`src/rtl/rcd_pkg.sv`:
```
package rcd_pkg;
  localparam int unsigned OP_W    = 5;
  localparam int unsigned NUM_OPS = 21;

  typedef enum logic [OP_W-1:0] {
    OP_ADD  = 5'd0,  OP_SUB  = 5'd1,  OP_MUL  = 5'd2,  OP_DIV = 5'd3,
    OP_MOD  = 5'd4,  OP_CMP  = 5'd5,  OP_AND  = 5'd6,  OP_OR  = 5'd7,
    OP_NOT  = 5'd8,  OP_MOV  = 5'd9,  OP_LSL  = 5'd10, OP_LSR = 5'd11,
    OP_ASR  = 5'd12, OP_NOP  = 5'd13, OP_LD   = 5'd14, OP_ST  = 5'd15,
    OP_BEQ  = 5'd16, OP_BGT  = 5'd17, OP_B    = 5'd18, OP_CALL = 5'd19,
    OP_RET  = 5'd20
  } op_e;

  // operations that write a register: alu ops, mov, ld, call
  localparam logic [NUM_OPS-1:0] WB_MASK  = 21'b0100001_0111111_1011111;
  // three-address operations that may take an immediate operand
  localparam logic [NUM_OPS-1:0] IMM_MASK = 21'b0000011_0111111_1111111;
endpackage

```
`src/rtl/rcd_op_decode.sv`:
```
module rcd_op_decode
  import rcd_pkg::*;
(
  input  logic [OP_W-1:0]    opcode_i,
  input  logic               imm_bit_i,
  output logic [NUM_OPS-1:0] onehot_o,
  output logic               is_imm_o,
  output logic               is_wb_o
);
  for (genvar k = 0; k < NUM_OPS; k++) begin : g_op
    assign onehot_o[k] = (opcode_i == OP_W'(k));
  end

  assign is_wb_o  = |(onehot_o & WB_MASK);
  assign is_imm_o = imm_bit_i & (|(onehot_o & IMM_MASK));

  always_comb begin

    onehot_chk: assert ($onehot0(onehot_o))
      else $error("op vector not one-hot");

    undef_quiet_chk: assert (!(opcode_i >= OP_W'(NUM_OPS)) || (!is_wb_o && !is_imm_o))
      else $error("undefined opcode raised a flag");
  end
endmodule

```
`src/rtl/rcd_fields.sv`:
```
module rcd_fields #(
  parameter int unsigned XLEN  = 32,
  parameter int unsigned OP_W  = 5,
  parameter int unsigned REG_W = 4
) (
  input  logic [XLEN-1:0]  instr_i,
  input  logic             is_call_i,
  input  logic             is_ret_i,
  input  logic             is_st_i,
  output logic [REG_W-1:0] rd_o,
  output logic [REG_W-1:0] rs1_o,
  output logic [REG_W-1:0] rs2_o
);
  localparam int unsigned RD_HI  = XLEN - OP_W - 2;
  localparam int unsigned RS1_HI = RD_HI - REG_W;
  localparam int unsigned RS2_HI = RS1_HI - REG_W;
  localparam logic [REG_W-1:0] RA_REG = '1;

  logic [REG_W-1:0] rd_fld, rs1_fld, rs2_fld;
  assign rd_fld  = instr_i[RD_HI  -: REG_W];
  assign rs1_fld = instr_i[RS1_HI -: REG_W];
  assign rs2_fld = instr_i[RS2_HI -: REG_W];

  assign rd_o  = is_call_i ? RA_REG : rd_fld;
  assign rs1_o = is_ret_i  ? RA_REG : rs1_fld;
  assign rs2_o = is_st_i   ? rd_fld : rs2_fld;

  always_comb begin

    call_ra_chk: assert (!is_call_i || rd_o == RA_REG)
      else $error("call not targeting return register");

    ret_ra_chk: assert (!is_ret_i || rs1_o == RA_REG)
      else $error("ret not reading return register");
  end
endmodule

```
`src/rtl/rcd_imm.sv`:
```
module rcd_imm #(
  parameter int unsigned XLEN  = 32,
  parameter int unsigned OP_W  = 5,
  parameter int unsigned IMM_W = 16
) (
  input  logic [XLEN-1:0] instr_i,
  output logic [XLEN-1:0] imm_o,
  output logic [XLEN-1:0] br_off_o
);
  localparam int unsigned OFF_W = XLEN - OP_W;
  localparam int unsigned PAD_W = XLEN - IMM_W;

  logic [IMM_W-1:0] imm_fld;
  logic             u_bit, h_bit;
  logic [OFF_W-1:0] off_fld;
  logic [XLEN-1:0]  off_ext;

  assign imm_fld = instr_i[IMM_W-1:0];
  assign u_bit   = instr_i[IMM_W];
  assign h_bit   = instr_i[IMM_W+1];

  always_comb begin
    if (h_bit)      imm_o = {imm_fld, {PAD_W{1'b0}}};
    else if (u_bit) imm_o = {{PAD_W{1'b0}}, imm_fld};
    else            imm_o = {{PAD_W{imm_fld[IMM_W-1]}}, imm_fld};
  end

  assign off_fld  = instr_i[OFF_W-1:0];
  assign off_ext  = {{OP_W{off_fld[OFF_W-1]}}, off_fld};
  assign br_off_o = {off_ext[XLEN-3:0], 2'b00};

  always_comb begin

    imm_hi_chk: assert (!h_bit || imm_o[PAD_W-1:0] == '0)
      else $error("high immediate has nonzero low half");

    imm_zext_chk: assert (!(u_bit && !h_bit) || imm_o[XLEN-1:IMM_W] == '0)
      else $error("zero-extended immediate has upper bits");

    br_sign_chk: assert (br_off_o[XLEN-1] == instr_i[OFF_W-1])
      else $error("branch offset lost its sign");
  end
endmodule

```
`src/rtl/risc_ctrl_decoder.sv`:
```
module risc_ctrl_decoder
  import rcd_pkg::*;
#(
  parameter int unsigned XLEN  = 32,
  parameter int unsigned REG_W = 4,
  parameter int unsigned IMM_W = 16
) (
  input  logic [XLEN-1:0]    instr_i,
  output logic [NUM_OPS-1:0] op_onehot_o,
  output logic               is_imm_o,
  output logic               is_wb_o,
  output logic [REG_W-1:0]   rd_o,
  output logic [REG_W-1:0]   rs1_o,
  output logic [REG_W-1:0]   rs2_o,
  output logic [XLEN-1:0]    imm_o,
  output logic [XLEN-1:0]    br_off_o
);
  localparam int unsigned IMM_BIT = XLEN - OP_W - 1;

  logic [NUM_OPS-1:0] onehot;

  rcd_op_decode i_op_decode (
    .opcode_i  (instr_i[XLEN-1 -: OP_W]),
    .imm_bit_i (instr_i[IMM_BIT]),
    .onehot_o  (onehot),
    .is_imm_o  (is_imm_o),
    .is_wb_o   (is_wb_o)
  );

  rcd_fields #(.XLEN(XLEN), .OP_W(OP_W), .REG_W(REG_W)) i_fields (
    .instr_i   (instr_i),
    .is_call_i (onehot[OP_CALL]),
    .is_ret_i  (onehot[OP_RET]),
    .is_st_i   (onehot[OP_ST]),
    .rd_o      (rd_o),
    .rs1_o     (rs1_o),
    .rs2_o     (rs2_o)
  );

  rcd_imm #(.XLEN(XLEN), .OP_W(OP_W), .IMM_W(IMM_W)) i_imm (
    .instr_i  (instr_i),
    .imm_o    (imm_o),
    .br_off_o (br_off_o)
  );

  assign op_onehot_o = onehot;

  always_comb begin

    wb_needs_op_chk: assert (!is_wb_o || op_onehot_o != '0)
      else $error("write-back without an operation");

    imm_needs_op_chk: assert (!is_imm_o || instr_i[IMM_BIT])
      else $error("immediate select without bit 26");
  end
endmodule

```
`config.mk`:
```
export PLATFORM = sky130hd
export DESIGN_NAME = risc_ctrl_decoder
export DESIGN_NICKNAME = d
export VERILOG_FILES = /design/src/rtl/rcd_pkg.sv /design/src/rtl/rcd_op_decode.sv /design/src/rtl/rcd_fields.sv /design/src/rtl/rcd_imm.sv /design/src/rtl/risc_ctrl_decoder.sv
export SDC_FILE = /design/constraint.sdc
export NUM_CORES = 1
export LEC_CHECK = 0
export ABC_CLOCK_PERIOD_IN_PS = 2500
export BUFFER_PORTS_ARGS = -buffer_cell sky130_fd_sc_hd__buf_4
export CAP_MARGIN = 5
export CORE_MARGIN = 1
export CORE_UTILIZATION = 31
export DETAILED_ROUTE_END_ITERATION = 8
export PLACE_DENSITY = 0.85
export SYNTH_ARGS = -nofsm -noshare
export SYNTH_HDL_FRONTEND = slang
export SYNTH_SLANG_ARGS = --single-unit
```
`constraint.sdc`:
```
create_clock -name vclk -period 2.5
set_clock_uncertainty 0.2 [all_clocks]
set_input_delay 0.75 -clock vclk [all_inputs]
set_output_delay 0.75 -clock vclk [all_outputs]
set_load 0.05 [all_outputs]
```
==> reports/metrics.cfg, run 1 <==
[synth]
ys_types = 31
synthCells = 127
syn-cell-area_um2 = 868
postSynthAreaPerCell_um2 = 6.84
synth_seq_area_share_pct = 0
synth-warning-count = 0

[place]
port-buffer-count = 129
place_hpwl_um = 3030
routabilityCongestion = 0.897

[status]
stop_error = [ERROR DPL-0033] detailed placement checks failed during check placement.
status = did not finish
failing_step = clock tree synthesis (4_1_cts)

[floorplanning]
num_io_pins = 131
effective_utilization_at_floorplan_pct = 33.8
die_y_extent_um = 54.9
placement_rows = 18
die_x_um = 54.9

[cts]
post-cts-setup-buffer-count = 8
postCtsResizedCells = 90
cts_hold_buffers = 0

-- per-stage QoR --
step / instances / setup TNS [ns] / util [%] / setup WS, ns / cell area, µm²
floorplan: 128 / -6.54 / - / -0.282 / 1270
global placement: 262 / -8.16 / 80.2 / -0.256 / 2060
detailed placement: 262 / -8.93 / 80.2 / -0.284 / 2060
-- synthesized netlist by cell type, drive strengths merged --
master,n,area share [%]
nand2b,6,5.2
mux2,4,5.2
or3b,1,1.3
o311a,1,1.3
a31oi,1,0.72
o22ai,1,0.72
a21o,15,13
a21oi,1,0.58
and2b,1,0.86
nor3b,1,0.86
clkbuf,3,1.3
nand3b,1,0.86
a21boi,1,0.86
nor2b,16,12
or4,1,1.3
nor2,13,7.3
nand3,1,0.58
or2,4,2.9
or3,2,2.2
inv,5,2.2
nand2,2,0.86
nor3,6,4.0
buf,39,34
conb,1,0.43
-- cells by family after synthesis --
logic type | after synthesis | share of synthesized area [%]
compound gates | 20 | 17.1
buf+inv | 47 | 37.5
mux | 4 | 5.19
other cells | 1 | 0.432
simple gates | 55 | 39.8
==> run 2: changes to the inputs <==
--- a/config.mk
+++ b/config.mk
@@ -8,10 +8,10 @@
 export ABC_CLOCK_PERIOD_IN_PS = 2500
 export BUFFER_PORTS_ARGS = -buffer_cell sky130_fd_sc_hd__buf_4
 export CAP_MARGIN = 5
-export CORE_MARGIN = 1
-export CORE_UTILIZATION = 31
+export CORE_AREA = 2 2 63 65
 export DETAILED_ROUTE_END_ITERATION = 8
-export PLACE_DENSITY = 0.85
+export DIE_AREA = 0 0 65 67
+export PLACE_DENSITY_LB_ADDON = 0.15
 export SYNTH_ARGS = -nofsm -noshare
 export SYNTH_HDL_FRONTEND = slang
 export SYNTH_SLANG_ARGS = --single-unit
==> run 2 against run 1 <==
  * The flow now finishes, with violations (negative setup slack)
  * Synthesized area unchanged
  * Synthesized cell count is the same
==> reports/metrics.cfg, run 2 <==
[floorplanning]
die-area_mm2 = 0.00436
num_io_pins = 131  ; unchanged
placement_rows = 22  ; was 18
die_x_um = 65  ; was 54.9 µm
core_region_area_mm2 = 0.00361
effective_utilization_at_floorplan_pct = 24.1  ; was 33.8%
die_y_extent_um = 67  ; was 54.9 µm

[detailed_routing]
avgViaCountPerCell = 4.40
detailedRoute.firstIterationViolations = 13
detailedRoute.firstPassIterationCount = 4
route.detailed.drc = 0
routed-via-count = 1293
routed_wl_um = 4290
ant_nets = 0
detail_route.wl_per_cell_um = 14.6

[status]
status = finished, violations left  ; was did not finish
failed_checks = negative setup slack

[sta]
totalNegativeSetupSlack_ns = -4.84
min_period_ns = 2.73
setup_ws_ns = -0.228
rsz_0062_raised_after_global_routing = true
setup_violations = 31
finalHoldViolCount = 0
slew_violations = 0
timing.final.crit_share_pct = 109
fmaxAchievable_mhz = 367

[cells_and_area]
drive_above_1_share_pct = 95.9
layout_commonest_cell = buf_4
post_route_standard_cell_area_excluding_fillers_mm2 = 0.00262
syn2layout_area_growth_pct = 202
fin_nets = 280
design.seq.count = 0
ff_latch_area_um2 = 0
fin_util_pct = 72.6
layout_common_cells = buf_4 (90), buf_6 (46), buf_8 (19)
num-clock-buffers = 0
antenna_cells = 0

[grt]
global_route_wire_length_before_repair_um = 5880
global_route.usage.met1_pct = 16.7
grt_start_max_net_pins = 14
grt_use_met3_pct = 2.20
grt-busiest-layer = met2
antenna_violations_before_repair = 0
final_global_route_overflow_total = 0
grt_pass1_vias = 1214
gr-usage-met2_pct = 38.1
groute.usage.overall_pct = 16.9

[pwr]
power_per_cell_area_mw_per_mm2 = 272
vdd.ir_drop.worst_v = 0.000187
p_leak_uw = 0.00130

[setup_path]
setup_crit_start_kind = input port
crit_fanout = 5
critical-path-max-stage-delay_ns = 0.33
worst_path_class_setup = input port to output pin
critPathBufInv = 2
cp_max_stage_cell = mux2_4
crit_path_required_time_ns = 1.55
critPathTopFamily = simple AND/OR/NAND/NOR gates
timing.critical_path.from = instr_i[31]
crit_chain = buf_8 -> nand3b_1 -> nor2_4 -> mux2_4 -> buf_6
crit_arrival_ns = 1.78
critical_path_cell_count = 5
critPathCaptureType = output pin
worst_setup_path_endpoint = rs2_o[3]

[synth]
post_synth_main_area_contributors = buf_4 (30%), a21o_1 (13%), nor2b_1 (12%)  ; unchanged
postSynthAreaPerCell_um2 = 6.84  ; unchanged
synthCells = 127  ; unchanged
synth_seq_area_share_pct = 0  ; unchanged
largest_area_contributor_in_the_netlist = buf_4  ; unchanged
synth-warning-count = 0  ; unchanged
yosys.cell_count.top_type = buf_4  ; unchanged
synth_top_cell_area_share_pct = 30.3  ; unchanged
yosys-top-cells-count = buf_4 (35), nor2b_1 (16), a21o_1 (15)  ; unchanged
ys_types = 31  ; unchanged
syn-cell-area_um2 = 868  ; unchanged

[worst_hold_path]
whs_path_depth = 2
holdCritStartpoint = instr_i[20]
min-delay-path-class = input port to output pin

[place]
place_hpwl_um = 3010  ; was 3030 µm
port-buffer-count = 129  ; unchanged
routabilityCongestion = 0.703  ; was 0.897
postPlaceCellArea_mm2 = 0.00207  ; was 0.00206 mm²

[flow_run]
cap_violations = 0

[cts]
cts_hold_buffers = 0  ; unchanged

-- run 2: routing by layer --
| layer | wire length [µm] | part of all wire (%) | up-vias |
|---|---|---|---|
| met3 | 353 | 8.2 | 2 |
| met2 | 2600 | 61 | 67 |
| met1 | 1310 | 30 | 607 |
| met5 | 0 | 0 | - |
| li1 | - | - | 617 |
| met4 | 23 | 0.54 | 0 |
-- run 2: metrics by stage --
step | power, µW | cells | hold slack, ns | setup WS, ns
global route | 738 | 294 | 1.57 | -0.264
global placement | 615 | 278 | 1.57 | -0.274
floorplan | 466 | 128 | 1.36 | -0.282
detailed placement | 619 | 278 | 1.57 | -0.271
finish | 712 | 294 | 1.57 | -0.228
CTS | 690 | 284 | 1.57 | -0.243
-- run 2: logic make-up after synthesis --
kind of cell,share of synthesized area [%]
buf+inv,37.5
other cells,0.432
compound gates,17.1
simple gates,39.8
mux,5.19
-- run 2: how the worst min path moves through the flow --
stage	end	slack, ns
2_1_floorplan	imm_o[15]	1.36
3_3_place_gp	br_off_o[23]	1.57
3_5_place_dp	br_off_o[23]	1.57
4_1_cts	br_off_o[22]	1.57
5_1_grt	br_off_o[22]	1.57
6_report	br_off_o[22]	1.57
-- run 2: timing repair --
| action | CTS | global route |
|---|---|---|
| buffers inserted | 5 | 11 |
| pin swaps | 10 | 13 |
| endpoints found under the setup margin | 55 | 46 |
| cloned | 2 | 0 |
| gates resized for setup | 91 | 21 |
-- run 2: area by class of cell --
| type | instances | area [µm²] |
|---|---|---|
| tap | 48 | 60.1 |
| inverter | 5 | 26.3 |
| timing repair buffer | 159 | 1570 |
| multi-input combinational | 82 | 966 |
| fill | 258 | 987 |
-- run 2: where the power goes --
part | leakage (µW) | total, µW | internal, µW | switching [µW]
clock | 0 | 0 | 0 | 0
combinational | 0.00130 | 712 | 282 | 430
sequential | 0 | 0 | 0 | 0
(Power assumes the default switching activity.)
==> run 3: changes to the inputs <==
==> constraint.sdc (replaced) <==
create_clock -name vclk -period 2.5
set_clock_uncertainty 0.2 [all_clocks]
set_input_delay 0.25 -clock vclk [all_inputs]
set_output_delay 0.25 -clock vclk [all_outputs]
set_load 0.05 [all_outputs]
==> run 3 against run 2 <==
  * The flow now finishes without violations
  * Worst setup slack better by 0.83 ns
  * First-iteration DRC count unchanged
  * Utilization is 28 points lower
  * Global-route usage down 4.9 points
  * Via count is 16% lower
  * Final cell count shrank 11%
==> reports/metrics.cfg, run 3 (synthesis results as in run 2) <==
[status]
status = complete, no violations  ; was finished, violations left

[pwr]
vdd.ir_drop.worst_v = 0.000109  ; was 0.000187 V
share_seq_of_total_power_pct = 0  ; about the same
combinationalPowerShare_pct = 100.0  ; about the same
switching_share_pct = 69.5  ; was 60.4%
cell_internal_pwr_uw = 164  ; was 282 µW
netSwitchingPower_uw = 375  ; was 430 µW
clock_power_share_pct = 0  ; about the same
p_leak_uw = 0.000950  ; was 0.00130 µW
power_per_cell_area_mw_per_mm2 = 339  ; was 272 mW/mm²

[grt]
grt_start_max_net_pins = 35  ; was 14
grt_pass1_vias = 888  ; was 1,214
global_route_wire_length_before_repair_um = 4310  ; was 5880 µm
groute.usage.overall_pct = 12.0  ; was 16.9%
antenna_violations_before_repair = 0  ; unchanged
final_global_route_overflow_total = 0  ; unchanged

[sta]
rsz_0062_raised_after_global_routing = false  ; was true
fmaxAchievable_mhz = 526  ; was 367 MHz
setup_violations = 0  ; was 31
totalNegativeSetupSlack_ns = 0  ; was -4.84 ns
slew_violations = 0  ; unchanged
worst-slew-pin-transition_ns = 0.504
min_period_ns = 1.90  ; was 2.73 ns
timing.final.crit_share_pct = 76.0  ; was 109%
finalHoldViolCount = 0  ; unchanged
slew_headroom_pct = 66.4
setup_ws_ns = 0.600  ; was -0.228 ns

[worst_hold_path]
min-delay-path-class = input port to output pin  ; unchanged

[floorplanning]
die_x_um = 65  ; unchanged
core_region_area_mm2 = 0.00361  ; unchanged
die-area_mm2 = 0.00436  ; unchanged
placement_rows = 22  ; unchanged
die_y_extent_um = 67  ; unchanged
effective_utilization_at_floorplan_pct = 24.1  ; unchanged
num_io_pins = 131  ; unchanged

[setup_path]
path_common_cell = buf_4
crit_path_required_time_ns = 2.05  ; was 1.55 ns
crit_arrival_ns = 1.45  ; was 1.78 ns
setup_crit_start_kind = input port  ; unchanged
critical-path-max-stage-delay_ns = 0.46  ; was 0.33 ns
cp_max_stage_cell = and2b_1  ; was mux2_4
critPathCaptureType = output pin  ; unchanged
worst_path_class_setup = input port to output pin  ; unchanged
crit_fanout = 34  ; was 5
crit_chain = buf_4 -> nor2b_1 -> and2b_1 -> a21o_1 -> buf_4  ; was buf_8 -> nand3b_1 -> nor2_4 -> mux2_4 -> buf_6

[cells_and_area]
syn2layout_area_growth_pct = 83.6  ; was 202%
layout_common_cells = buf_4 (129), nor2b_1 (16), a21o_1 (15)  ; was buf_4 (90), buf_6 (46), buf_8 (19)
total_area_of_multi_input_combinational_cells_um2 = 547  ; was 966 µm²
antenna_cells = 0  ; unchanged
stdcell_count = 263  ; was 294
layout_commonest_cell = buf_4  ; unchanged
fin_nets = 249  ; was 280
fin_util_pct = 44.2  ; was 72.6%
drive_above_1_share_pct = 68.4  ; was 95.9%
ff_latch_area_um2 = 0  ; unchanged
num-clock-buffers = 0  ; unchanged
num-fill-cells = 380  ; was 258
design.seq.count = 0  ; unchanged

[place]
place_hpwl_um = 2680  ; was 3010 µm
dp.cells = 263  ; was 278
detailedPlace.worstSlack_ns = 0.618  ; was -0.271 ns
port-buffer-count = 129  ; unchanged
routabilityCongestion = 0.818  ; was 0.703

[detailed_routing]
detailedRoute.firstPassIterationCount = 4  ; unchanged
detail_route.wl_per_cell_um = 12.0  ; was 14.6 µm
routed_wl_um = 3160  ; was 4290 µm
detailedRoute.firstIterationViolations = 13  ; unchanged
ant_nets = 0  ; unchanged
route.detailed.drc = 0  ; unchanged
avgViaCountPerCell = 4.14  ; was 4.40
routed-via-count = 1088  ; was 1,293

[cts]
post-cts-setup-buffer-count = 0  ; was 5
postCtsResizedCells = 0  ; was 91
cts_hold_buffers = 0  ; unchanged

[flow_run]
cap_violations = 0  ; unchanged

==> run 3: final timing paths <==
| check | startpoint | to | slack (ns) | depth (start not counted) |
|---|---|---|---|---|
| hold / removal | instr_i[21] | br_off_o[23] | 0.56 | 2 |
| setup / recovery | instr_i[17] | imm_o[30] | 0.60 | 5 |
==> run 3: metrics by stage <==
step / hold slack [ns] / total power, µW / area [µm²]
after CTS: 0.562 / 543 / 1590
after detailed placement: 0.562 / 542 / 1590
after floorplan: 0.467 / 403 / 872
final: 0.561 / 540 / 1590
after global placement: 0.564 / 543 / 1590
after global routing: 0.570 / 561 / 1590
==> run 3: critical path, delay by kind of cell <==
| kind | cells | cell delay (ns) |
|---|---|---|
| AND/OR/NAND/NOR | 2 | 0.64 |
| buffers and inverters | 2 | 0.41 |
| AO/OA/AOI/OAI | 1 | 0.14 |
==> run 3: power by group through the flow <==
stage	clock (µW)	combinational [µW]	sequential [µW]
after floorplan	0	403	0
after global placement	0	543	0
after detailed placement	0	542	0
after CTS	0	543	0
after global routing	0	561	0
final	0	540	0
==> run 3: area by class of cell <==
type                            instances  share of cell area, %
Inverter                                5                   1.18
Multi-Input combinational cell         81                   34.3
Tap cell                               48                   3.77
Timing Repair Buffer                  129                   60.8
==> run 3: routing by layer <==
metal  wire length [µm]  global-route usage (%)
met5                  0                       0
met2               1630                    23.7
met1               1210                    14.2
met3                322                    2.03
met4                  0                       0
==> run 4: changes to the inputs <==
--- a/config.mk
+++ b/config.mk
@@ -5,7 +5,8 @@
 export SDC_FILE = /design/constraint.sdc
 export NUM_CORES = 1
 export LEC_CHECK = 0
-export ABC_CLOCK_PERIOD_IN_PS = 2500
+export ABC_AREA = 1
+export ABC_CLOCK_PERIOD_IN_PS = 1620
 export BUFFER_PORTS_ARGS = -buffer_cell sky130_fd_sc_hd__buf_4
 export CAP_MARGIN = 5
 export CORE_AREA = 2 2 63 65
==> constraint.sdc (replaced) <==
create_clock -name vclk -period 1.62
set_clock_uncertainty 0.2 [all_clocks]
set_input_delay 0.162 -clock vclk [all_inputs]
set_output_delay 0.162 -clock vclk [all_outputs]
set_load 0.05 [all_outputs]
==> run 4 against run 3 <==
  * Global-route usage grew 0.18 points
  * Combinational power is 55% higher
  * Synthesized area up 0.86%
  * Final cell count up 17%
  * First-iteration DRC count grew to 3.5 times the previous value
  * Die area unchanged
  * Sequential share of layout area is the same
  * Utilization is 0.90 points higher
  * Critical path depth unchanged
  * Worst setup slack lost 0.36 ns
  * Synthesized cell count up 31%
  * Non-clock buffer count rose by 1
  * Critical path type unchanged
  * Highest routed layer unchanged
==> reports/metrics.cfg, run 4 <==
[status]
status = complete, no violations  ; unchanged

[setup_path]
crit_arrival_ns = 1.01  ; was 1.45 ns
worst_setup_path_endpoint = op_onehot_o[2]  ; was imm_o[30]
crit_path_required_time_ns = 1.26  ; was 2.05 ns
timing.critical_path.from = instr_i[29]  ; was instr_i[17]
critPathCaptureType = output pin  ; unchanged
setup_crit_start_kind = input port  ; unchanged
worst_path_class_setup = input port to output pin  ; unchanged
crit_fanout = 5  ; was 34

[place]
postPlaceCellArea_mm2 = 0.00163  ; was 0.00159 mm²
place_hpwl_um = 2700  ; was 2680 µm
routabilityCongestion = 0.846  ; was 0.818
port-buffer-count = 129  ; unchanged
dp.cells = 307  ; was 263

[cells_and_area]
fin_nets = 293  ; was 249
design.seq.count = 0  ; unchanged
num-clock-buffers = 0  ; unchanged
drive_above_1_share_pct = 56.8  ; was 68.4%
stdcell_count = 307  ; was 263
post_route_standard_cell_area_excluding_fillers_mm2 = 0.00163  ; was 0.00159 mm²
layout_commonest_cell = buf_4  ; unchanged
layout_common_cells = buf_4 (130), nor2_1 (38), inv_1 (30)  ; was buf_4 (129), nor2b_1 (16), a21o_1 (15)
syn2layout_area_growth_pct = 85.7  ; was 83.6%
antenna_cells = 0  ; unchanged
ff_latch_area_um2 = 0  ; unchanged

[floorplanning]
num_io_pins = 131  ; unchanged
effective_utilization_at_floorplan_pct = 24.3  ; was 24.1%
die_x_um = 65  ; unchanged
die-area_mm2 = 0.00436  ; unchanged
die_y_extent_um = 67  ; unchanged
placement_rows = 22  ; unchanged
core_region_area_mm2 = 0.00361  ; unchanged

[synth]
synth_top_cell_area_share_pct = 30.0  ; was 30.3%
post_synth_main_area_contributors = buf_4 (30%), nor2_1 (16%), inv_1 (13%)  ; was buf_4 (30%), a21o_1 (13%), nor2b_1 (12%)
syn-cell-area_um2 = 876  ; was 868 µm²
ys_types = 21  ; was 31
postSynthAreaPerCell_um2 = 5.24  ; was 6.84 µm²
synth_seq_area_share_pct = 0  ; unchanged
yosys.cell_count.top_type = nor2_1  ; was buf_4
synthCells = 167  ; was 127
yosys-top-cells-count = nor2_1 (38), buf_4 (35), inv_1 (30)  ; was buf_4 (35), nor2b_1 (16), a21o_1 (15)
largest_area_contributor_in_the_netlist = buf_4  ; unchanged
synth-warning-count = 0  ; unchanged

[worst_hold_path]
min-delay-path-class = input port to output pin  ; unchanged

[grt]
groute.usage.overall_pct = 12.2  ; was 12.0%
grt_pass1_vias = 1114  ; was 888
grt_start_max_net_pins = 17  ; was 35
global_route_wire_length_before_repair_um = 4480  ; was 4310 µm
antenna_violations_before_repair = 0  ; unchanged
final_global_route_overflow_total = 0  ; unchanged

[sta]
rsz_0062_raised_after_global_routing = false  ; unchanged
totalNegativeSetupSlack_ns = 0  ; unchanged
min_period_ns = 1.38
setup_violations = 0  ; unchanged
finalHoldViolCount = 0  ; unchanged
slew_violations = 0  ; unchanged
timing.final.crit_share_pct = 84.9
fmaxAchievable_mhz = 727
fin_worst_hold_slack_ns = 0.386  ; was 0.561 ns

[detailed_routing]
routed-via-count = 1258  ; was 1,088
detail_route.wl_per_cell_um = 10.2  ; was 12.0 µm
detailedRoute.firstPassIterationCount = 4  ; unchanged
avgViaCountPerCell = 4.10  ; was 4.14
detailedRoute.firstIterationViolations = 45  ; was 13
ant_nets = 0  ; unchanged
routed_wl_um = 3140  ; was 3160 µm
route.detailed.drc = 0  ; unchanged

[cts]
cts_hold_buffers = 0  ; unchanged
postCtsResizedCells = 0  ; unchanged
post-cts-setup-buffer-count = 0  ; unchanged

[pwr]
power_per_cell_area_mw_per_mm2 = 515  ; was 339 mW/mm²
report.power.total_uw = 838  ; was 540 µW
p_leak_uw = 0.00104  ; was 0.000950 µW
vdd.ir_drop.worst_v = 0.000304  ; was 0.000109 V

[flow_run]
cap_violations = 0  ; unchanged

-- run 4: worst min path at each step --
stage                         endpoint  slack (ns)  cells past startpoint         from
after CTS                 br_off_o[23]        0.39                      2  instr_i[21]
after floorplan           br_off_o[10]        0.29                      1   instr_i[8]
after global routing      br_off_o[23]        0.39                      2  instr_i[21]
final                     br_off_o[23]        0.39                      2  instr_i[21]
after global placement     br_off_o[5]        0.39                      2   instr_i[3]
after detailed placement  br_off_o[23]        0.39                      2  instr_i[21]
-- run 4: power by group --
group	switching, µW	internal, µW
combinational	599	239
sequential	0	0
clock	0	0
-- run 4: cells by family (layout without fill, tap and decap cells) --
family,after synthesis,after routing,share of synthesized area (%)
compound gates,21,21,14.3
buf+inv,73,164,47.6
other cells,1,2,0.428
simple gates,72,72,37.7
-- run 4: cell type report --
type               count  area, µm²
fillers              402       1980
repair buffers       130        976
multi-input cells     95        463
inverters             34        128
well taps             48       60.1
-- run 4: routing by layer --
layer | track usage, % | vias to the layer above | wire, µm
met2 | 22.6 | 79 | 1510
met3 | 2.20 | 0 | 354
met1 | 15.5 | 537 | 1270
met5 | 0 | - | 0
met4 | 0 | 0 | 0
li1 | - | 642 | -
-- run 4: worst max-delay path, cell delays in order --
cell    delay, ns
buf_4        0.13
nor3_1       0.27
inv_1        0.13
nor2_1       0.12
buf_4        0.21
-- run 4: stage by stage --
| step | setup slack [ns] | utilization (%) |
|---|---|---|
| final | 0.244 | 45.1 |
| after global routing | 0.168 | 45.1 |
| after CTS | 0.254 | 45.1 |
| after detailed placement | 0.256 | 45.1 |
| after global placement | 0.259 | 45.1 |
| after floorplan | -0.322 | - |
